===== config.mk =====
export PLATFORM = sky130hd
export DESIGN_NAME = actprio_tracker
export DESIGN_NICKNAME = d
export VERILOG_FILES = /design/src/rtl/actprio_tracker.sv
export SDC_FILE = /design/constraint.sdc
export NUM_CORES = 1
export LEC_CHECK = 0
export BUFFER_PORTS_ARGS = -buffer_cell sky130_fd_sc_hd__buf_4
export CORE_MARGIN = 3
export CORE_UTILIZATION = 45
export DETAILED_ROUTE_END_ITERATION = 10
export GPL_ROUTABILITY_DRIVEN = 1
export PLACE_DENSITY = 0.65
export SKIP_LAST_GASP = 1
export SLEW_MARGIN = 5
export SYNTH_ARGS = -nofsm -noshare
export SYNTH_HDL_FRONTEND = slang
export SYNTH_SLANG_ARGS = --single-unit

===== constraint.sdc =====
create_clock -name clk -period 9.17 [get_ports clk]
set_clock_uncertainty 0.05 [all_clocks]
set_input_delay 0.917 -clock clk [delete_from_list [all_inputs] [get_ports clk]]
set_output_delay 0.917 -clock clk [all_outputs]
set_load 0.05 [all_outputs]

===== src/rtl/actprio_tracker.sv =====
module actprio_tracker #(
  parameter int MIN_BPR      = 2,
  parameter int HAS_GROUPS   = 1,
  parameter int HAS_SECURITY = 1
) (
  input  logic        clk,
  input  logic        rst_n,
  input  logic [2:0]  cfg_bpr,
  input  logic [2:0]  cfg_abpr,
  input  logic        cfg_cbpr,
  input  logic        ack_valid,
  input  logic [7:0]  ack_prio,
  input  logic        ack_group1,
  input  logic        eoi_valid,
  input  logic        eoi_group1,
  input  logic        eoi_nonsecure,
  input  logic        reg_wr,
  input  logic        reg_rd,
  input  logic [7:0]  reg_addr,
  input  logic [31:0] reg_wdata,
  input  logic        reg_nonsecure,
  output logic [31:0] reg_rdata,
  output logic [8:0]  run_prio
);
  localparam int LVL_SHIFT = MIN_BPR + 1;
  localparam int RAW_WORDS = (256 >> LVL_SHIFT) / 32;
  localparam int NWORDS    = (RAW_WORDS < 1) ? 1 : RAW_WORDS;
  localparam logic [8:0] IDLE    = 9'h100;
  localparam logic [8:0] LOWMASK = 9'((1 << LVL_SHIFT) - 1);

  logic [31:0] bank0_q [NWORDS];
  logic [31:0] bank1_q [NWORDS];
  logic [31:0] bank0_d [NWORDS];
  logic [31:0] bank1_d [NWORDS];
  logic [8:0]  rp_q, rp_d;
  logic [31:0] rdata_q, rdata_d;

  wire       use_alias = (HAS_GROUPS != 0) && !cfg_cbpr && ack_group1;
  wire [2:0] bp_raw    = use_alias ? cfg_abpr : cfg_bpr;
  wire [2:0] bp        = (int'(bp_raw) < MIN_BPR) ? 3'(MIN_BPR) : bp_raw;
  wire [3:0] cut       = {1'b0, bp} + 4'd1;
  wire [7:0] gprio     = ack_prio & (8'hFF << cut);
  wire [7:0] level     = gprio >> LVL_SHIFT;
  wire       ack_bank1 = (HAS_GROUPS != 0) && ack_group1;
  wire       eoi_bank1 = (HAS_GROUPS != 0) && eoi_group1;
  wire       eoi_ok    = eoi_valid && !ack_valid && (rp_q != IDLE) &&
                         !((HAS_SECURITY != 0) && eoi_nonsecure && !eoi_bank1);
  wire       wr_ok     = reg_wr && !ack_valid && !eoi_valid;
  wire       sel_g0    = (reg_addr[7:4] == 4'hD) && (reg_addr[1:0] == 2'b00);
  wire       sel_g1    = (reg_addr[7:4] == 4'hE) && (reg_addr[1:0] == 2'b00);
  wire [1:0] regno     = reg_addr[3:2];
  wire       ns        = (HAS_SECURITY != 0) && reg_nonsecure;
  wire       g1_open   = (HAS_GROUPS != 0) && !ns;

  always_comb begin
    logic done;
    logic [31:0] w;
    int tz;
    bank0_d = bank0_q;
    bank1_d = bank1_q;
    rp_d    = rp_q;
    done    = 1'b0;
    tz      = 0;
    if (ack_valid) begin
      for (int i = 0; i < NWORDS; i++)
        if (i == int'(level[7:5])) begin
          if (ack_bank1) bank1_d[i][level[4:0]] = 1'b1;
          else           bank0_d[i][level[4:0]] = 1'b1;
        end
      rp_d = {1'b0, gprio};
    end else if (eoi_ok) begin
      for (int i = 0; i < NWORDS; i++) begin
        if (!done && eoi_bank1 && bank1_d[i] != 32'd0) begin
          bank1_d[i] = bank1_d[i] & (bank1_d[i] - 32'd1);
          done = 1'b1;
        end else if (!done && !eoi_bank1 && bank0_d[i] != 32'd0) begin
          bank0_d[i] = bank0_d[i] & (bank0_d[i] - 32'd1);
          done = 1'b1;
        end
      end
      done = 1'b0;
      rp_d = IDLE;
      for (int i = 0; i < NWORDS; i++) begin
        w = bank0_d[i] | bank1_d[i];
        if (!done && w != 32'd0) begin
          for (int b = 31; b >= 0; b--) if (w[b]) tz = b;
          rp_d = 9'((i * 32 + tz) << LVL_SHIFT);
          done = 1'b1;
        end
      end
    end else if (wr_ok) begin
      for (int i = 0; i < NWORDS; i++) begin
        if (sel_g0 && !ns && i == int'(regno)) bank0_d[i] = reg_wdata;
        if (sel_g1 && g1_open && i == int'(regno)) bank1_d[i] = reg_wdata;
        if (sel_g0 && ns) begin
          case (MIN_BPR)
            0: if (regno < 2'd2 && i == int'(regno) + 2) bank1_d[i] = reg_wdata;
            1: if (regno == 2'd0 && i == 1) bank1_d[i] = reg_wdata;
            2: if (regno == 2'd0 && i == 0) bank1_d[i][31:16] = reg_wdata[15:0];
            default: if (regno == 2'd0 && i == 0) bank1_d[i][15:8] = reg_wdata[7:0];
          endcase
        end
      end
    end
  end

  always_comb begin
    rdata_d = 32'd0;
    if (reg_rd) begin
      for (int i = 0; i < NWORDS; i++) begin
        if (sel_g0 && !ns && i == int'(regno)) rdata_d = bank0_q[i];
        if (sel_g1 && g1_open && i == int'(regno)) rdata_d = bank1_q[i];
        if (sel_g0 && ns) begin
          case (MIN_BPR)
            0: if (regno < 2'd2 && i == int'(regno) + 2) rdata_d = bank1_q[i];
            1: if (regno == 2'd0 && i == 1) rdata_d = bank1_q[i];
            2: if (regno == 2'd0 && i == 0) rdata_d = {16'd0, bank1_q[i][31:16]};
            default: if (regno == 2'd0 && i == 0) rdata_d = {24'd0, bank1_q[i][15:8]};
          endcase
        end
      end
    end
  end

  always_ff @(posedge clk or negedge rst_n) begin
    if (!rst_n) begin
      for (int i = 0; i < NWORDS; i++) begin
        bank0_q[i] <= 32'd0;
        bank1_q[i] <= 32'd0;
      end
      rp_q    <= IDLE;
      rdata_q <= 32'd0;
    end else begin
      bank0_q <= bank0_d;
      bank1_q <= bank1_d;
      rp_q    <= rp_d;
      rdata_q <= rdata_d;
    end
  end

  assign run_prio  = rp_q;
  assign reg_rdata = rdata_q;

  AST_ACK_BOUND: assert property (@(posedge clk) disable iff (!rst_n)
    ack_valid |=> run_prio <= {1'b0, $past(ack_prio)});
  AST_ACK_ACTIVE: assert property (@(posedge clk) disable iff (!rst_n)
    ack_valid |=> !run_prio[8]);
  AST_RP_ALIGN: assert property (@(posedge clk) disable iff (!rst_n)
    run_prio != IDLE |-> (run_prio & LOWMASK) == 9'd0 && run_prio < IDLE);
  AST_IDLE_EOI: assert property (@(posedge clk) disable iff (!rst_n)
    (eoi_valid && !ack_valid && run_prio == IDLE) |=> run_prio == IDLE);
  AST_NS_G0_EOI: assert property (@(posedge clk) disable iff (!rst_n)
    (eoi_valid && !ack_valid && HAS_SECURITY != 0 && eoi_nonsecure &&
     !(HAS_GROUPS != 0 && eoi_group1)) |=> $stable(run_prio));
  AST_RD_QUIET: assert property (@(posedge clk) disable iff (!rst_n)
    !reg_rd |=> reg_rdata == 32'd0);
  AST_WR_KEEPS_RP: assert property (@(posedge clk) disable iff (!rst_n)
    (!ack_valid && !eoi_valid) |=> $stable(run_prio));
endmodule


**Word level (Yosys, flattened, before mapping)**

Index checks and enable logic that the tools add are counted.

- Logic and storage cells: 122
- Input port bits: 65
- Register bits after elaboration: 105

- Magnitude comparators: 3
- Reductions and logical operators: 36
- Add/sub/neg operators: 3
- Mux-type cells: 63
- Equal/unequal tests: 5
- Shifts and indexed selects: 1
- Bitwise gates (word level): 6

Operators by type and width:

| kind | count |
|---|---|
| 32-bit two-way mux | 22 |
| 6-bit two-way mux | 31 |
| 32-bit bitwise OR | 3 |
| 32-bit nonzero test | 3 |
| 32-bit bitwise AND | 2 |
| 32-bit by 1-bit subtractor with 32-bit output, second input constant | 2 |
| 9-bit two-way mux | 3 |
| 24-bit two-way mux | 1 |
| 1-bit logical AND | 17 |
| 16-bit two-way mux | 1 |
| 9-bit inequality test, second input constant | 1 |
| 3-bit nonzero test | 3 |
| 8-bit bitwise AND | 1 |
| 4-bit equality test, second input constant | 2 |
| 8-bit by 4-bit left shift with 8-bit output, first input constant | 1 |
| 1-bit logical NOT | 6 |
| 2-bit logical NOT | 3 |
| 5-bit by 6-bit less-than comparator with 1-bit output, second input constant | 1 |
| 3-bit two-way mux | 2 |
| 3-bit AND reduction | 2 |
| 1-bit demux with 5-bit select | 1 |
| 5-bit by 1-bit >= comparator with 1-bit output, second input constant | 1 |
| 5-bit two-way mux | 1 |
| 3-bit by 1-bit adder with 4-bit output, second input constant | 1 |
| other kinds (6) | 6 |

**Longest topological paths before layout**

- Depth in word-level cells: 42
- Depth in mapped cells: 12

**Least setup slack after synthesis**

No wires, ideal clock.

- Path type: input to register
- Start: in eoi_group1
- End: reg rp_q[4] (netlist: run_prio[4])
- Slack: 5.591 ns
- Path buffers: 0
- Library setup time: 0.134 ns
- Required time: 8.986 ns
- Arrival: 3.395 ns
- Stages: 10
- Cell sequence: or4b_1 or3_1 or4_4 a22o_1 nor4_1 inv_1 nor3_2 nand4_1 a31oi_1 o31ai_2

- Cells in the longest elaborated chain, start to end: 42

RTL lines:

| what | RTL line | source |
|---|---|---|
| from (decl) | 15 | `input logic eoi_group1,` |
| 1-bit logical NOT | 47, 76 |  |
| 1-bit logical AND | 76 | `end else if (!done && !eoi_bank1 && bank0_d[i] != 32'd0) begin` |
| 32-bit two-way mux | 76 |  |
| 32-bit two-way mux | 73 | `if (!done && eoi_bank1 && bank1_d[i] != 32'd0) begin` |
| 32-bit two-way mux | 71 | `end else if (eoi_ok) begin` |
| 32-bit two-way mux | 64 | `if (ack_valid) begin` |
| 32-bit bitwise OR | 84 | `w = bank0_d[i] \| bank1_d[i];` |
| 5-bit two-way mux | 86 | `for (int b = 31; b >= 0; b--) if (w[b]) tz = b;` |
| 6-bit two-way mux (31 in series) | 86 |  |
| 9-bit two-way mux | 85 | `if (!done && w != 32'd0) begin` |
| 9-bit two-way mux | 71 |  |
| 9-bit two-way mux | 64 |  |
| to (signal assigned) | 136 | `rp_q <= rp_d;` |
| to (decl) | 35 | `logic [8:0] rp_q, rp_d;` |

Several ways; a longest one is shown, not always the timed one. The select of a mux whose other input is x is not followed.
A chain may end at the register's enable or synchronous reset.

**Final worst setup path**

- Start: in reg_addr[1]
- End: reg bank0_q[22] (netlist bit)

- Cells in the longest elaborated chain, start to end: 6

RTL lines:

| what | RTL line | source |
|---|---|---|
| from (decl) | 19 | `input logic [7:0] reg_addr,` |
| 2-bit logical NOT | 49 | `wire sel_g0 = (reg_addr[7:4] == 4'hD) && (reg_addr[1:0] == 2'b00);` |
| 1-bit logical AND | 49 |  |
| 1-bit logical AND (2 in series) | 93 | `if (sel_g0 && !ns && i == int'(regno)) bank0_d[i] = reg_wdata;` |
| 3-bit nonzero test (no source line) | n/a |  |
| 3-bit AND reduction (no source line) | n/a |  |
| to (signal assigned) | 134 | `bank0_q <= bank0_d;` |
| to (decl) | 31 | `logic [31:0] bank0_q [NWORDS];` |

Every way passes these cells.

==> impl_metrics.env <==
export IMPL_power_frac_comb=0.211
export IMPL_p_leak_nw=3.10
export IMPL_antenna_found_initial=0
export IMPL_critical_path_endpoint_type="flop"
export IMPL_switching_power_w=0.000455
export IMPL_tritoncts="yes"
export IMPL_routed_wl_mm=28.4
export IMPL_synth_area_top_cells="dfrtp_1 (36%), a21oi_1 (7.6%), o21ai_0 (6.7%), nor2_1 (4.7%), nand2_1 (4.1%)"
export IMPL_ys_warn_count=0
export IMPL_layout_filler_cells=1520
export IMPL_irDropWorstVdd_mv=0.0948
export IMPL_ctsRootBufferMaster="clkbuf_16"
export IMPL_postSynthRegisterBits=105
export IMPL_synth_simple_area_share=0.247
export IMPL_overflow=0
export IMPL_clk_latency_ps=370
export IMPL_power_switching_share=0.345
export IMPL_synth_distinct_cells=67
export IMPL_start_kind="input pin"
export IMPL_detailedRoute_firstPassIterationCount=6
export IMPL_synthesis_area_um2=7160
export IMPL_floorplan_core_area_um2=15400
export IMPL_max_cap_violations=0
export IMPL_worstMarginPinSlew_ps=1240
export IMPL_pin_count_of_the_biggest_net_entering_global_routing=62
export IMPL_ys_dominant_reg_cell="dfrtp_1"
export IMPL_drive_above_1_share=0.164
export IMPL_die_x_um=132
export IMPL_routed_len_inst_um=24.1
export IMPL_post_cts_resized_instances=0
export IMPL_synth_seq_area_share=0.367
export IMPL_intPower_w=0.000864
export IMPL_yosysMostFrequentCell="a21oi_1"
export IMPL_placementRows=45
export IMPL_critPathRequiredTime_ps=9420
export IMPL_fraction_of_the_mapped_netlist_area_in_compound_gates=0.316
export IMPL_cts_hold_fix_buffers=0
export IMPL_seq_power_share=0.463
export IMPL_yosys_area_share_adder=0.00349
export IMPL_finalHoldWorstSlack_ps=462
export IMPL_yosys_area_top_type="dfrtp_1"
export IMPL_final_antenna_net_count=0
export IMPL_final_period_minus_worst_setup_slack_ps=4530
export IMPL_drv_slew=0
export IMPL_post_synthesis_xor_xnor_area_fraction=0.00122
export IMPL_chipHeight_um=132
export IMPL_finalCritPeriodShare=0.494
export IMPL_synth_async_sr_flop_share=1.00
export IMPL_timing_hold_violations_final=0
export IMPL_outcome="complete, no violations"
export IMPL_first_global_vias=7520
export IMPL_netlist_instances=901
export IMPL_synth_top_area_frac=0.363
export IMPL_globalRouteTotalUtil=0.320
export IMPL_post_drt_via_cell_ratio=6.82
export IMPL_antenna_cells=0
export IMPL_post_synth_edffs=0
export IMPL_highest_clock_rate_mhz=221
export IMPL_grt_pass1_wl_mm=43.7
export IMPL_cts_repair_timing_setup_buffer_count=0
export IMPL_first_drt_iteration_drcs=1072
export IMPL_totalNegativeSetupSlack_ps=0
export IMPL_finish_net_count=1030
export IMPL_worstHoldPathType="flop to flop"
export IMPL_path_class="input pin to flop"
export IMPL_dp_hpwl_mm=19.4
export IMPL_yosys_top_cells_count="a21oi_1 (109), dfrtp_1 (104), o21ai_0 (96), nor2_1 (90), nand2_1 (79)"
export IMPL_clk_pin_slew_ps=70
export IMPL_ctsLongestPathBuffers=2
export IMPL_synth_mux_area_fraction=0.0252
export IMPL_dr_total_vias=8035
export IMPL_path_max_fanout=37
export IMPL_floorplan_initialDensity=0.466
export IMPL_cts_made_buffers=9
export IMPL_area_of_the_multi_input_gates_um2=4280
export IMPL_port_buffers=104
export IMPL_postSynthAreaPerCell_um2=7.95
export IMPL_relSlewSlack=0.171
export IMPL_drcViolationCount=0
export IMPL_combinational_family_with_the_most_area_after_synthesis="compound AO/OA/AOI/OAI gates"
export IMPL_grt_setup_unrepaired="no"
export IMPL_finalWeightedCongestion=0.979
export IMPL_io_pins=106
export IMPL_cts_sinks=105
export IMPL_syn_num_nets=968
export IMPL_arrival_worst_endpoint_ps=4780
export IMPL_clock_power_share=0.326
export IMPL_sequential_cell_area_um2=2630
export IMPL_final_setup_viol_count=0
export IMPL_syn_to_final_growth_pct=17.2
export IMPL_power_density_cell_area_nw_per_um2=157
export IMPL_die_area_um2=17500
export IMPL_maximum_level_of_the_cts_h_tree=3
==> layout by cell type (no fill, tap or decap), drive strengths merged, types with 8 or more instances in the layout <==
cell type	count
a211oi	13
a21oi	109
a222oi	16
a22oi	31
a31oi	9
buf	114
clkbuf	15
dfrtp	104
inv	12
mux2i	18
nand2	79
nand2b	8
nand3	25
nand4	14
nor2	90
nor2b	25
nor3	19
nor4	9
o211ai	10
o21a	9
o21ai	97
o31ai	18
o41ai	10
or2	10
or3	15
or4	13
==> routing by layer <==
layer | GRT usage | vias to the layer above | wire length [um]
met5 | 0 | - | 0
met4 | 0.189 | 0 | 1670
met3 | 0.0874 | 102 | 3540
met2 | 0.451 | 586 | 11900
met1 | 0.439 | 3815 | 11300
li1 | - | 3532 | -
==> metrics by stage <==
| stage | setup WS (ps) | instances | utilization | power, W | cell area, um^2 |
|---|---|---|---|---|---|
| floorplan | 5590 | 901 | - | 0.000760 | 7160 |
| global placement | 4440 | 1163 | 0.525 | 0.000886 | 8070 |
| detailed placement | 4370 | 1163 | 0.525 | 0.000885 | 8070 |
| CTS | 4750 | 1179 | 0.546 | 0.00131 | 8400 |
| global route | 4500 | 1179 | 0.546 | 0.00138 | 8400 |
| finish | 4640 | 1179 | 0.546 | 0.00132 | 8400 |
==> critical path, cell delays in order <==
cell	delay, ps
buf_4	110
nor4_1	290
nand3_1	230
nor3b_2	200
buf_4	460
nand2_2	690
and3_1	490
nor2_2	950
o21ai_0	250
a21oi_1	180
==> area by class of cell <==
class | count | share of cell area
well taps | 211 | 0.0314
flip-flops and latches | 105 | 0.313
clock buffers | 15 | 0.0355
inverters | 12 | 0.00536
multi-input cells | 721 | 0.509
repair buffers | 114 | 0.102
clock inverters | 1 | 0.00358
==> state kept, by name (all words and copies together) (netlist names) <==
name	count
bank1_q	32
run_prio	9
reg_rdata	32
bank0_q	32
==> power groups by stage <==
stage / clock network [W] / logic, W / registers, W
final: 0.000430 / 0.000279 / 0.000611
after global routing: 0.000450 / 0.000308 / 0.000617
after CTS: 0.000432 / 0.000274 / 0.000604
after detailed placement: 0 / 0.000272 / 0.000613
after global placement: 0 / 0.000271 / 0.000614
after floorplan: 0 / 0.000181 / 0.000578
==> path summary, 6_finish.rpt <==
path	startpoint	to	slack, ps	cells after the start
worst max register to register	bank0_q[10]	run_prio[4]	4920	9
worst max-delay path	reg_addr[1]	bank0_q[22]	4640	10
min in group asynchronous	rst_n	reg_rdata[27]	510	1
max in group asynchronous	rst_n	bank1_q[7]	7350	2
worst min-delay path	run_prio[8]	run_prio[8]	460	2
worst min register to register	run_prio[8]	run_prio[8]	460	2
==> cells by family (layout without fill, tap and decap cells) <==
group	Yosys count	count (layout)
DFF	105	105
adders and majority gates	2	2
and+or+nand+nor	341	341
AOI/OAI and AO/OA	359	359
muxes	18	18
xor gates and xnor gates	1	1
buffers and inverters	75	142
Note: power is estimated with default switching activity, not from simulation.
